**config.mk**
```make
export PLATFORM = sky130hd
export DESIGN_NAME = i2c_master
export DESIGN_NICKNAME = d
export VERILOG_FILES = /design/src/rtl/i2cm_pkg.sv /design/src/rtl/i2cm_datapath.sv /design/src/rtl/i2cm_ctrl.sv /design/src/rtl/i2c_master.sv
export SDC_FILE = /design/constraint.sdc
export NUM_CORES = 1
export LEC_CHECK = 0
export BUFFER_PORTS_ARGS = -buffer_cell sky130_fd_sc_hd__buf_2
export CAP_MARGIN = 20
export CORE_ASPECT_RATIO = 0.8
export CORE_UTILIZATION = 45
export DETAILED_ROUTE_END_ITERATION = 10
export PLACE_DENSITY = 0.67
export SYNTH_ARGS = -nofsm -noshare
export SYNTH_HDL_FRONTEND = slang
export SYNTH_SLANG_ARGS = --single-unit
```
**constraint.sdc**
```tcl
create_clock -name clk -period 5.34 [get_ports clk]
set_input_delay 0.534 -clock clk [delete_from_list [all_inputs] [get_ports clk]]
set_output_delay 0.534 -clock clk [all_outputs]
set_load 0.01 [all_outputs]
```
**src/rtl/i2cm_pkg.sv**
```systemverilog
package i2cm_pkg;
  localparam logic [1:0] SEL_CTRL = 2'd0;
  localparam logic [1:0] SEL_STAT = 2'd1;
  localparam logic [1:0] SEL_ADDR = 2'd2;
  localparam logic [1:0] SEL_DATA = 2'd3;

  typedef enum logic [2:0] {
    ST_IDLE, ST_STA1, ST_STA2, ST_BIT, ST_STALL, ST_STO1, ST_STO2, ST_STO3
  } ctrlState_t;

  typedef enum logic [1:0] {WAIT_EMPTY, WAIT_RX, WAIT_STOP} waitKind_t;

  // control -> datapath
  typedef struct packed {
    logic loadAddr;
    logic loadData;
    logic sample;
    logic shift;
    logic capture;
    logic setNack;
    logic setArb;
    logic setStop;
    logic setEmpty;
    logic setTx;
    logic setRx;
    logic setAddr;
  } strobe_t;

  // datapath -> control
  typedef struct packed {
    logic startCmd;
    logic abortCmd;
  } cmd_t;
endpackage

```
**src/rtl/i2cm_datapath.sv**
```systemverilog
module i2cm_datapath
  import i2cm_pkg::*;
#(
  parameter int unsigned BYTE_W = 8
) (
  input  logic              clk,
  input  logic              rstN,
  input  logic [1:0]        regSel,
  input  logic              regWr,
  input  logic [BYTE_W-1:0] regWdata,
  output logic [BYTE_W-1:0] regRdata,
  input  strobe_t           stb,
  input  logic              sdaIn,
  output cmd_t              cmd,
  output logic [BYTE_W-1:0] ctrlBits,
  output logic [6:0]        statBits,
  output logic              txBit,
  output logic              rxBit,
  output logic              dirRead
);
  localparam logic [BYTE_W-1:0] CTRL_MASK = BYTE_W'(8'hFB);

  logic [BYTE_W-1:0] ctrlReg, addrReg, dataReg, shiftReg;
  logic [6:0]        statReg, statSet, statNext;
  logic              sampBit;

  assign statSet = {stb.setNack, stb.setArb, stb.setStop, stb.setEmpty,
                    stb.setTx, stb.setRx, stb.setAddr};

  always_comb begin
    statNext = statReg;
    if (regWr && regSel == SEL_STAT) statNext = statNext & regWdata[6:0];
    statNext = statNext | statSet;   // hardware set wins
  end

  always_ff @(posedge clk or negedge rstN) begin
    if (!rstN) begin
      ctrlReg  <= '0;
      addrReg  <= '0;
      dataReg  <= '0;
      shiftReg <= '0;
      statReg  <= '0;
      sampBit  <= 1'b1;
    end else begin
      statReg <= statNext;
      if (regWr && regSel == SEL_CTRL) ctrlReg <= regWdata & CTRL_MASK;
      if (regWr && regSel == SEL_ADDR) addrReg <= regWdata;
      if (stb.capture) dataReg <= shiftReg;
      else if (regWr && regSel == SEL_DATA) dataReg <= regWdata;
      if (stb.sample) sampBit <= sdaIn;
      if (stb.loadAddr) shiftReg <= addrReg;
      else if (stb.loadData) shiftReg <= dataReg;
      else if (stb.shift) shiftReg <= {shiftReg[BYTE_W-2:0], sampBit};
    end
  end

  always_comb begin
    unique case (regSel)
      SEL_CTRL: regRdata = ctrlReg;
      SEL_STAT: regRdata = BYTE_W'(statReg);
      SEL_ADDR: regRdata = addrReg;
      default:  regRdata = dataReg;
    endcase
  end

  assign cmd.startCmd = regWr && regSel == SEL_CTRL && regWdata[3] && regWdata[0] && !regWdata[4];
  assign cmd.abortCmd = regWr && regSel == SEL_CTRL && (!regWdata[3] || regWdata[4]);
  assign ctrlBits = ctrlReg;
  assign statBits = statReg;
  assign txBit    = shiftReg[BYTE_W-1];
  assign rxBit    = sampBit;
  assign dirRead  = addrReg[0];
endmodule

```
**src/rtl/i2cm_ctrl.sv**
```systemverilog
module i2cm_ctrl
  import i2cm_pkg::*;
#(
  parameter int unsigned QUARTER_CYCLES = 4,
  parameter int unsigned BYTE_W = 8
) (
  input  logic    clk,
  input  logic    rstN,
  input  cmd_t    cmd,
  input  logic    ovr,
  input  logic    frcScl,
  input  logic    frcSda,
  input  logic    forceStop,
  input  logic    emptyFlag,
  input  logic    rxFlag,
  input  logic    txBit,
  input  logic    rxBit,
  input  logic    dirRead,
  input  logic    sdaIn,
  output strobe_t stb,
  output logic    sclOe,
  output logic    sdaOe
);
  localparam int unsigned DIV_W = (QUARTER_CYCLES > 1) ? $clog2(QUARTER_CYCLES) : 1;
  localparam int unsigned CNT_W = $clog2(BYTE_W + 1);
  localparam logic [CNT_W-1:0] LAST_DATA = CNT_W'(BYTE_W - 1);
  localparam logic [CNT_W-1:0] ACK_SLOT  = CNT_W'(BYTE_W);

  ctrlState_t       state, stateN;
  waitKind_t        waitKind, waitN;
  logic [DIV_W-1:0] divCnt;
  logic [1:0]       quarter, quarterN;
  logic [CNT_W-1:0] bitCnt, bitCntN;
  logic isAddr, isAddrN, isRead, isReadN, mNack, mNackN, firstRx, firstRxN, startPend, startPendN;
  logic tick, txPhase;

  assign tick    = divCnt == DIV_W'(QUARTER_CYCLES - 1);
  assign txPhase = isAddr || !isRead;

  always_comb begin
    stateN = state; waitN = waitKind; quarterN = quarter; bitCntN = bitCnt;
    isAddrN = isAddr; isReadN = isRead; mNackN = mNack; firstRxN = firstRx;
    startPendN = startPend; stb = '0;
    if (state == ST_IDLE && cmd.startCmd) startPendN = 1'b1;
    if (tick) begin
      unique case (state)
        ST_IDLE: if (startPend) begin stateN = ST_STA1; startPendN = 1'b0; end
        ST_STA1: stateN = ST_STA2;
        ST_STA2: begin
          stateN = ST_BIT; quarterN = 2'd0; bitCntN = '0; isAddrN = 1'b1;
          isReadN = dirRead; mNackN = 1'b0; firstRxN = 1'b1; stb.loadAddr = 1'b1;
        end
        ST_BIT: begin
          quarterN = quarter + 2'd1;
          if (quarter == 2'd2) begin
            stb.sample = 1'b1;
            if (txPhase && bitCnt < ACK_SLOT && txBit && !sdaIn) begin
              stb.setArb = 1'b1; stateN = ST_IDLE;
            end
          end
          if (quarter == 2'd3) begin
            if (bitCnt < ACK_SLOT) begin
              stb.shift = 1'b1;
              bitCntN = bitCnt + 1'b1;
              if (bitCnt == LAST_DATA && !txPhase) mNackN = forceStop;
            end else begin
              bitCntN = '0;
              if (txPhase) begin
                if (rxBit) begin
                  stb.setNack = 1'b1; stateN = ST_STALL; waitN = WAIT_STOP;
                end else if (isAddr && isRead) begin
                  isAddrN = 1'b0;
                end else begin
                  stb.setEmpty = 1'b1; stb.setAddr = isAddr; stb.setTx = !isAddr;
                  isAddrN = 1'b0; stateN = ST_STALL; waitN = WAIT_EMPTY;
                end
              end else begin
                stb.capture = 1'b1; stb.setRx = 1'b1; stb.setAddr = firstRx;
                firstRxN = 1'b0; stateN = ST_STALL; waitN = WAIT_RX;
              end
            end
          end
        end
        ST_STALL: begin
          unique case (waitKind)
            WAIT_EMPTY: if (!emptyFlag) begin
              if (forceStop) stateN = ST_STO1;
              else begin stateN = ST_BIT; quarterN = 2'd0; stb.loadData = 1'b1; end
            end
            WAIT_RX: if (!rxFlag) begin
              if (mNack) stateN = ST_STO1;
              else begin stateN = ST_BIT; quarterN = 2'd0; end
            end
            default: if (forceStop) stateN = ST_STO1;
          endcase
        end
        ST_STO1: stateN = ST_STO2;
        ST_STO2: stateN = ST_STO3;
        default: begin stateN = ST_IDLE; stb.setStop = 1'b1; end
      endcase
    end
    if (cmd.abortCmd) begin stateN = ST_IDLE; startPendN = 1'b0; stb = '0; end
  end

  always_ff @(posedge clk or negedge rstN) begin
    if (!rstN) begin
      state <= ST_IDLE; waitKind <= WAIT_STOP; divCnt <= '0; quarter <= '0;
      bitCnt <= '0; isAddr <= 1'b0; isRead <= 1'b0; mNack <= 1'b0;
      firstRx <= 1'b0; startPend <= 1'b0;
    end else begin
      state <= stateN; waitKind <= waitN; quarter <= quarterN; bitCnt <= bitCntN;
      isAddr <= isAddrN; isRead <= isReadN; mNack <= mNackN; firstRx <= firstRxN;
      startPend <= startPendN;
      divCnt <= tick ? '0 : divCnt + 1'b1;
    end
  end

  always_comb begin
    sclOe = 1'b0; sdaOe = 1'b0;
    unique case (state)
      ST_STA1: sdaOe = 1'b1;
      ST_STA2, ST_STO1: begin sclOe = 1'b1; sdaOe = 1'b1; end
      ST_STO2: sdaOe = 1'b1;
      ST_STALL: sclOe = 1'b1;
      ST_BIT: begin
        sclOe = (quarter == 2'd0) || (quarter == 2'd3);
        if (bitCnt < ACK_SLOT) sdaOe = txPhase && !txBit;
        else sdaOe = !txPhase && !mNack;
      end
      default: ;
    endcase
    if (ovr) begin sclOe = !frcScl; sdaOe = !frcSda; end
  end
endmodule

```
**src/rtl/i2c_master.sv**
```systemverilog
module i2c_master
  import i2cm_pkg::*;
#(
  parameter int unsigned QUARTER_CYCLES = 4
) (
  input  logic       clk,
  input  logic       rstN,
  input  logic [1:0] regSel,
  input  logic       regWr,
  input  logic [7:0] regWdata,
  output logic [7:0] regRdata,
  input  logic       sdaIn,
  output logic       sclOe,
  output logic       sdaOe
);
  strobe_t    stb;
  cmd_t       cmd;
  logic [7:0] ctrlBits;
  logic [6:0] statBits;
  logic       txBit, rxBit, dirRead;

  i2cm_datapath #(.BYTE_W(8)) u_dp (
    .clk(clk), .rstN(rstN), .regSel(regSel), .regWr(regWr), .regWdata(regWdata),
    .regRdata(regRdata), .stb(stb), .sdaIn(sdaIn), .cmd(cmd), .ctrlBits(ctrlBits),
    .statBits(statBits), .txBit(txBit), .rxBit(rxBit), .dirRead(dirRead)
  );

  i2cm_ctrl #(.QUARTER_CYCLES(QUARTER_CYCLES), .BYTE_W(8)) u_ctrl (
    .clk(clk), .rstN(rstN), .cmd(cmd), .ovr(ctrlBits[4]), .frcScl(ctrlBits[6]),
    .frcSda(ctrlBits[5]), .forceStop(ctrlBits[1]), .emptyFlag(statBits[3]),
    .rxFlag(statBits[1]), .txBit(txBit), .rxBit(rxBit), .dirRead(dirRead),
    .sdaIn(sdaIn), .stb(stb), .sclOe(sclOe), .sdaOe(sdaOe)
  );
endmodule

```
After elaboration in Yosys (flattened, before gate mapping) --
Index checks and enable logic that the tools add are counted.
Word-level totals: ROM bits 0, flip-flop bits (word level) 57, bits in writable memories 0, word-level logic and storage cells 190, input bits 14, memories 0, bits in latches 0, output and inout bits 10
Operators by class: reductions and logical operators 49, multiply operators 0, add/sub/neg operators 3, bitwise logic cells 3, shift operators 0, $lt $le $gt $ge 1, muxes and demuxes 87, divide/modulo/power cells 0, eq/ne operators 31
Operators by type and width (count):
- $mux 3 | 16
- $mux 8 | 5
- $mux 1 | 34
- $mux 12 | 2
- $mux 2 | 12
- $pmux 8 s3 | 1
- $pmux 3 s7 | 1
- $mux 4 | 5
- $reduce_and 5->1 | 4
- $ne 3x3->1 const B | 6
- $logic_and 1x1->1 | 16
- $eq 2x2->1 const B | 5
- $logic_not 1->1 | 10
- $pmux 1 s2 | 5
- $eq 3x3->1 const B | 3
- $ne 2x1->1 const B | 4
- $ne 4x4->1 const B | 2
- $pmux 4 s2 | 1
- $and 7x7->7 | 1
- $mux 7 | 1
- $or 7x7->7 | 1
- $reduce_and 7->1 | 1
- $reduce_or 7->1 | 1
- $eq 3x2->1 const B | 2
- 24 further kinds | 35

Logic depth before layout (Yosys ltp) --
depth after elaboration 15, mapped depth 6

Cells and area by module --
From an unflattened synthesis, not the netlist that was laid out.
Unflattened totals: cell total of the unflattened synthesis 296, area, all modules 3198.1 µm²
Modules (own cells, without submodules):
- i2cm_datapath | area each 1928.1 µm², cells each 154, times used 1, sequential area each 977.2 µm²
- i2cm_ctrl | area each 1270.0 µm², cells each 142, times used 1, sequential area each 451.7 µm²

Worst setup path after synthesis --
OpenSTA, ideal clock, no wires.
path kind input to output, start input port regSel[1], end output port regRdata[0], path buffers 2, arrival time 1.625 ns, stages on the path 3, path slack 3.181 ns, required time 4.806 ns, cells stage by stage buf_2 -> buf_1 -> mux4_2
On the way: longest elaborated chain between the ends 2, elaborated cells between the ends (all ways) 4, classes of those cells eq/ne: 2; mux: 1; reduce/logical: 1
Ends and longest elaborated chain:
- start: declaration | line i2c_master.sv:8 | input logic [1:0] regSel,
- $eq 2x2->1 (tied with other cells) | line i2cm_datapath.sv:58 | unique case (regSel)
- $pmux 8 s3 (*) | line i2cm_datapath.sv:58
- end: declaration | line i2c_master.sv:11 | output logic [7:0] regRdata,
Mark *: on every way between the ends. The rest lies on a longest branch, timed or not.

Worst setup path after layout --
start register u_ctrl.divCnt[0], end register u_dp.shiftReg[4]
On the way: longest elaborated chain between the ends 5, elaborated cells between the ends (all ways) 6, classes of those cells eq/ne: 1; mux: 4; reduce/logical: 1
Ends and longest elaborated chain:
- start: declaration | line i2cm_ctrl.sv:31 | logic [DIV_W-1:0] divCnt;
- start signal: assignment | line i2cm_ctrl.sv:114 | divCnt <= tick ? '0 : divCnt + 1'b1;
- $eq 2x2->1 (*) | line i2cm_ctrl.sv:37 | assign tick = divCnt == DIV_W'(QUARTER_CYCLES - 1);
- $mux 12 (*) | line i2cm_ctrl.sv:45 | if (tick) begin
- $mux 12 (*) | line i2cm_ctrl.sv:102 | if (cmd.abortCmd) begin stateN = ST_IDLE; startPendN = 1'b0; stb = '0; end
- $mux 8 | line i2cm_datapath.sv:52 | else if (stb.loadData) shiftReg <= dataReg;
- $mux 8 | line i2cm_datapath.sv:51 | if (stb.loadAddr) shiftReg <= addrReg;
- end signal: assignment | line i2cm_datapath.sv:51
- end signal: assignment | line i2cm_datapath.sv:52
- end signal: assignment | line i2cm_datapath.sv:53 | else if (stb.shift) shiftReg <= {shiftReg[BYTE_W-2:0], sampBit};
- end: declaration | line i2cm_datapath.sv:23 | logic [BYTE_W-1:0] ctrlReg, addrReg, dataReg, shiftReg;
Marked as above. A chain may end at the register's enable or synchronous reset.

==> flow_summary_export.csv <==
group,metric,value,unit
status,outcome,"finished, final reports clean",
clock_network,clkTransAtPathRegs,70,ps
place,place_congestion,0.860,
setup_path,startpoint_type,"flip-flop",
power_and_ir_drop,pwr-share-seq,0.465,
power_and_ir_drop,p_clk_frac,0.326,
setup_path,crit_required,5570,ps
detailed_routing,viasPerCell,6.27,
clock_network,tritoncts,"built",
place,io_buffers,23,
place,dpl_cell_area,0.00331,mm²
yosys,synth_cells,288,
timing,finalSetupViolations,0,
finish,fillCellCount,584,
yosys,synth_top_cell_area_share,0.437,
yosys,syn-num-nets,306,
global_routing,overflow,0,
detailed_routing,drt_first_iter_violations,234,
detailed_routing,vias,2497,
setup_path,critPathArrivalTime,2630,ps
yosys,yosys_warnings,0,
global_routing,grt_pass1_vias,2315,
job,drv_cap,0,
global_routing,grt_max_degree,58,
detailed_routing,wire_per_inst,19.5,µm
clock_network,insertion_delay,350,ps
place,place_ws,2870,ps
clock_network,cts_made_buffers,9,
timing,worst_slack,2940,ps
global_routing,antenna_found_initial,0,
yosys,synth.avg_cell_area,10.9,µm²
place,dpl.cell_count,381,
finish,drive_gt1_frac,0.226,
power_and_ir_drop,power.density,386,mW/mm²
yosys,async_reset_ff_frac,1.00,
timing,rsz0062_at_grt,"false",
clock_network,post_cts_buffers,0,
finish,area_growth,12.3,%
timing,finalCritPeriodShare,0.449,
floorplanning,die_w,95.6,µm
floorplanning,die_h,76.8,µm
place,hpwl,5250,µm
clock_network,h-tree-depth,3,
setup_path,cp-end-kind,"flip-flop",
timing,slew_viol_final,0,
finish,stdcell_area,0.00354,mm²
clock_network,clock-sinks,57,
floorplanning,io_pins,24,
worst_hold_path,min_path_type,"in2async",
clock_network,cts.repair.resized,0,
yosys,ys_types,60,
finish,fin_nets,327,
yosys,synthFlopType,"dfrtp_1",
finish,multi_input_area,0.00163,mm²
timing,max_freq,417,MHz
yosys,ys_ff_latch,57,
floorplanning,dieArea,0.00734,mm²
setup_path,critical_path_class,"reg2reg",
detailed_routing,route.detailed.drc,0,
yosys,syn-cell-area,0.00315,mm²
finish,diodes,0,
timing,hold_viol,0,
timing,fin_crit,2400,ps
detailed_routing,first_pass_iters,5,
yosys,synth-edff-count,0,
timing,fin_tns_setup,0,ps
clock_network,cts-root-buf,"clkbuf_8",
timing,maxSlewHeadroom,0.479,
power_and_ir_drop,ir_worst_vdd,0.159,mV
power_and_ir_drop,switching_share,0.322,
power_and_ir_drop,p_leak,1.50,nW
global_routing,grt.total_usage,0.230,
power_and_ir_drop,p_comb_frac,0.209,
timing,timing_worst_slew_pin_value,777,ps
detailed_routing,antenna_left,0,
floorplanning,core_region_area,0.00657,mm²
timing,fin_skew,11.5,ps
finish,seq_area,0.00143,mm²
yosys,synth_area_leaders,"dfrtp_1, mux2_2, mux4_2",
global_routing,grt_pass1_wl,12400,µm
power_and_ir_drop,power.internal,926,µW
setup_path,cp_max_fo,16,
floorplanning,start_util,0.479,
clock_network,hold_buffers,0,
clock_network,clk_path_buf_depth,2,
power_and_ir_drop,finalPower,1.37,mW
yosys,seq_area_frac_synth,0.454,
timing,whs,329,ps
detailed_routing,wl,7740,µm
finish,finalNonFillerCells,398,
finish,fin_util,0.538,
floorplanning,rows,26,
power_and_ir_drop,power_switching,440,µW
yosys,yosysTopAreaCell,"dfrtp_1",
-- power by group through the flow --
stage	logic (mW)	clock network (mW)	registers (mW)
after detailed placement	0.283	0	0.637
after floorplan	0.241	0	0.579
after global placement	0.279	0	0.636
after CTS	0.284	0.451	0.630
after global routing	0.313	0.469	0.646
final	0.286	0.445	0.635
-- layout by cell type (no fill, tap or decap), types with 4 or more instances in the layout --
cell type,netlist,routed
dfrtp_1,55,55
nand2_1,28,28
buf_2,7,23
o21ai_0,15,15
mux2_2,14,14
o21ai_1,13,13
nor2_1,12,12
mux2i_1,11,11
a22o_1,10,10
clkbuf_8,0,10
o2bb2ai_1,8,8
nand2b_1,7,7
inv_1,6,6
mux4_2,6,6
nand3_1,6,6
mux2_1,6,6
o32ai_1,6,6
nand4_1,4,4
a21oi_1,4,4
ha_1,4,4
-- path summary, 6_finish.rpt --
| kind | start | end | slack (ps) | cells after the start |
|---|---|---|---|---|
| max | u_ctrl.divCnt[0] | u_dp.shiftReg[4] | 2940 | 5 |
| min | rstN | u_ctrl.state[0] | 330 | 2 |
| max reg2reg | u_ctrl.divCnt[0] | u_dp.shiftReg[4] | 2940 | 5 |
| min reg2reg | u_ctrl.divCnt[0] | u_ctrl.divCnt[0] | 430 | 1 |
| max in group asynchronous | rstN | u_dp.ctrlBits[6] | 4490 | 2 |
| min in group clk | sdaIn | u_dp.rxBit | 420 | 2 |
-- critical path, stage by stage (launching register included) --
cell	delay, ps
dfrtp_1	350
ha_1	490
nand4bb_1	690
o32ai_1	420
nand2_1	130
a22o_1	200
-- cell families after synthesis --
group,Yosys count,share of synthesized area
simple gates,83,0.151
compound gates,86,0.202
buf+inv,21,0.0278
fa+ha+maj,4,0.0159
flops,57,0.454
mux,37,0.149
-- state kept, by name (all words and copies together), names as in the netlist --
signal            flops
u_dp.dataReg          8
u_ctrl.isAddr         1
u_ctrl.waitKind       2
u_ctrl.mNack          1
u_ctrl.quarter        2
u_ctrl.state          3
u_dp.ctrlBits         7
u_dp.rxBit            1
u_ctrl.divCnt         2
u_ctrl.bitCnt         4
u_dp.addrReg          8
u_ctrl.firstRx        1
u_ctrl.isRead         1
u_dp.statBits         7
u_dp.shiftReg         8
u_ctrl.startPend      1
-- layout make-up --
class	instances	share of cell area
sequential	57	0.404
tap	84	0.0297
clock inverter	5	0.0226
multi-input combinational	210	0.462
inverter	6	0.00636
clock buffer	11	0.0371
timing repair buffer	25	0.0385
-- metal layers --
metal,wire length (µm),vias to the layer above,share of wire,GRT usage
met5,0,-,0,0
met4,87,0,0.011,0.0537
met3,507,9,0.065,0.0774
met2,3290,109,0.42,0.318
met1,3860,1231,0.50,0.345
li1,-,1148,-,-
-- Yosys cell counts (all sizes together) (3+ instances only) --
library cell / number
a21o: 3
a21oi: 4
a22o: 10
and3b: 3
buf: 9
clkbuf: 6
dfrtp: 55
ha: 4
inv: 6
mux2: 20
mux2i: 11
mux4: 6
nand2: 28
nand2b: 7
nand3: 6
nand3b: 3
nand4: 4
nor2: 13
nor3: 3
o211ai: 3
o21ai: 29
o21bai: 3
o2bb2ai: 8
o32ai: 6
Power figures use the tool's default switching activity.
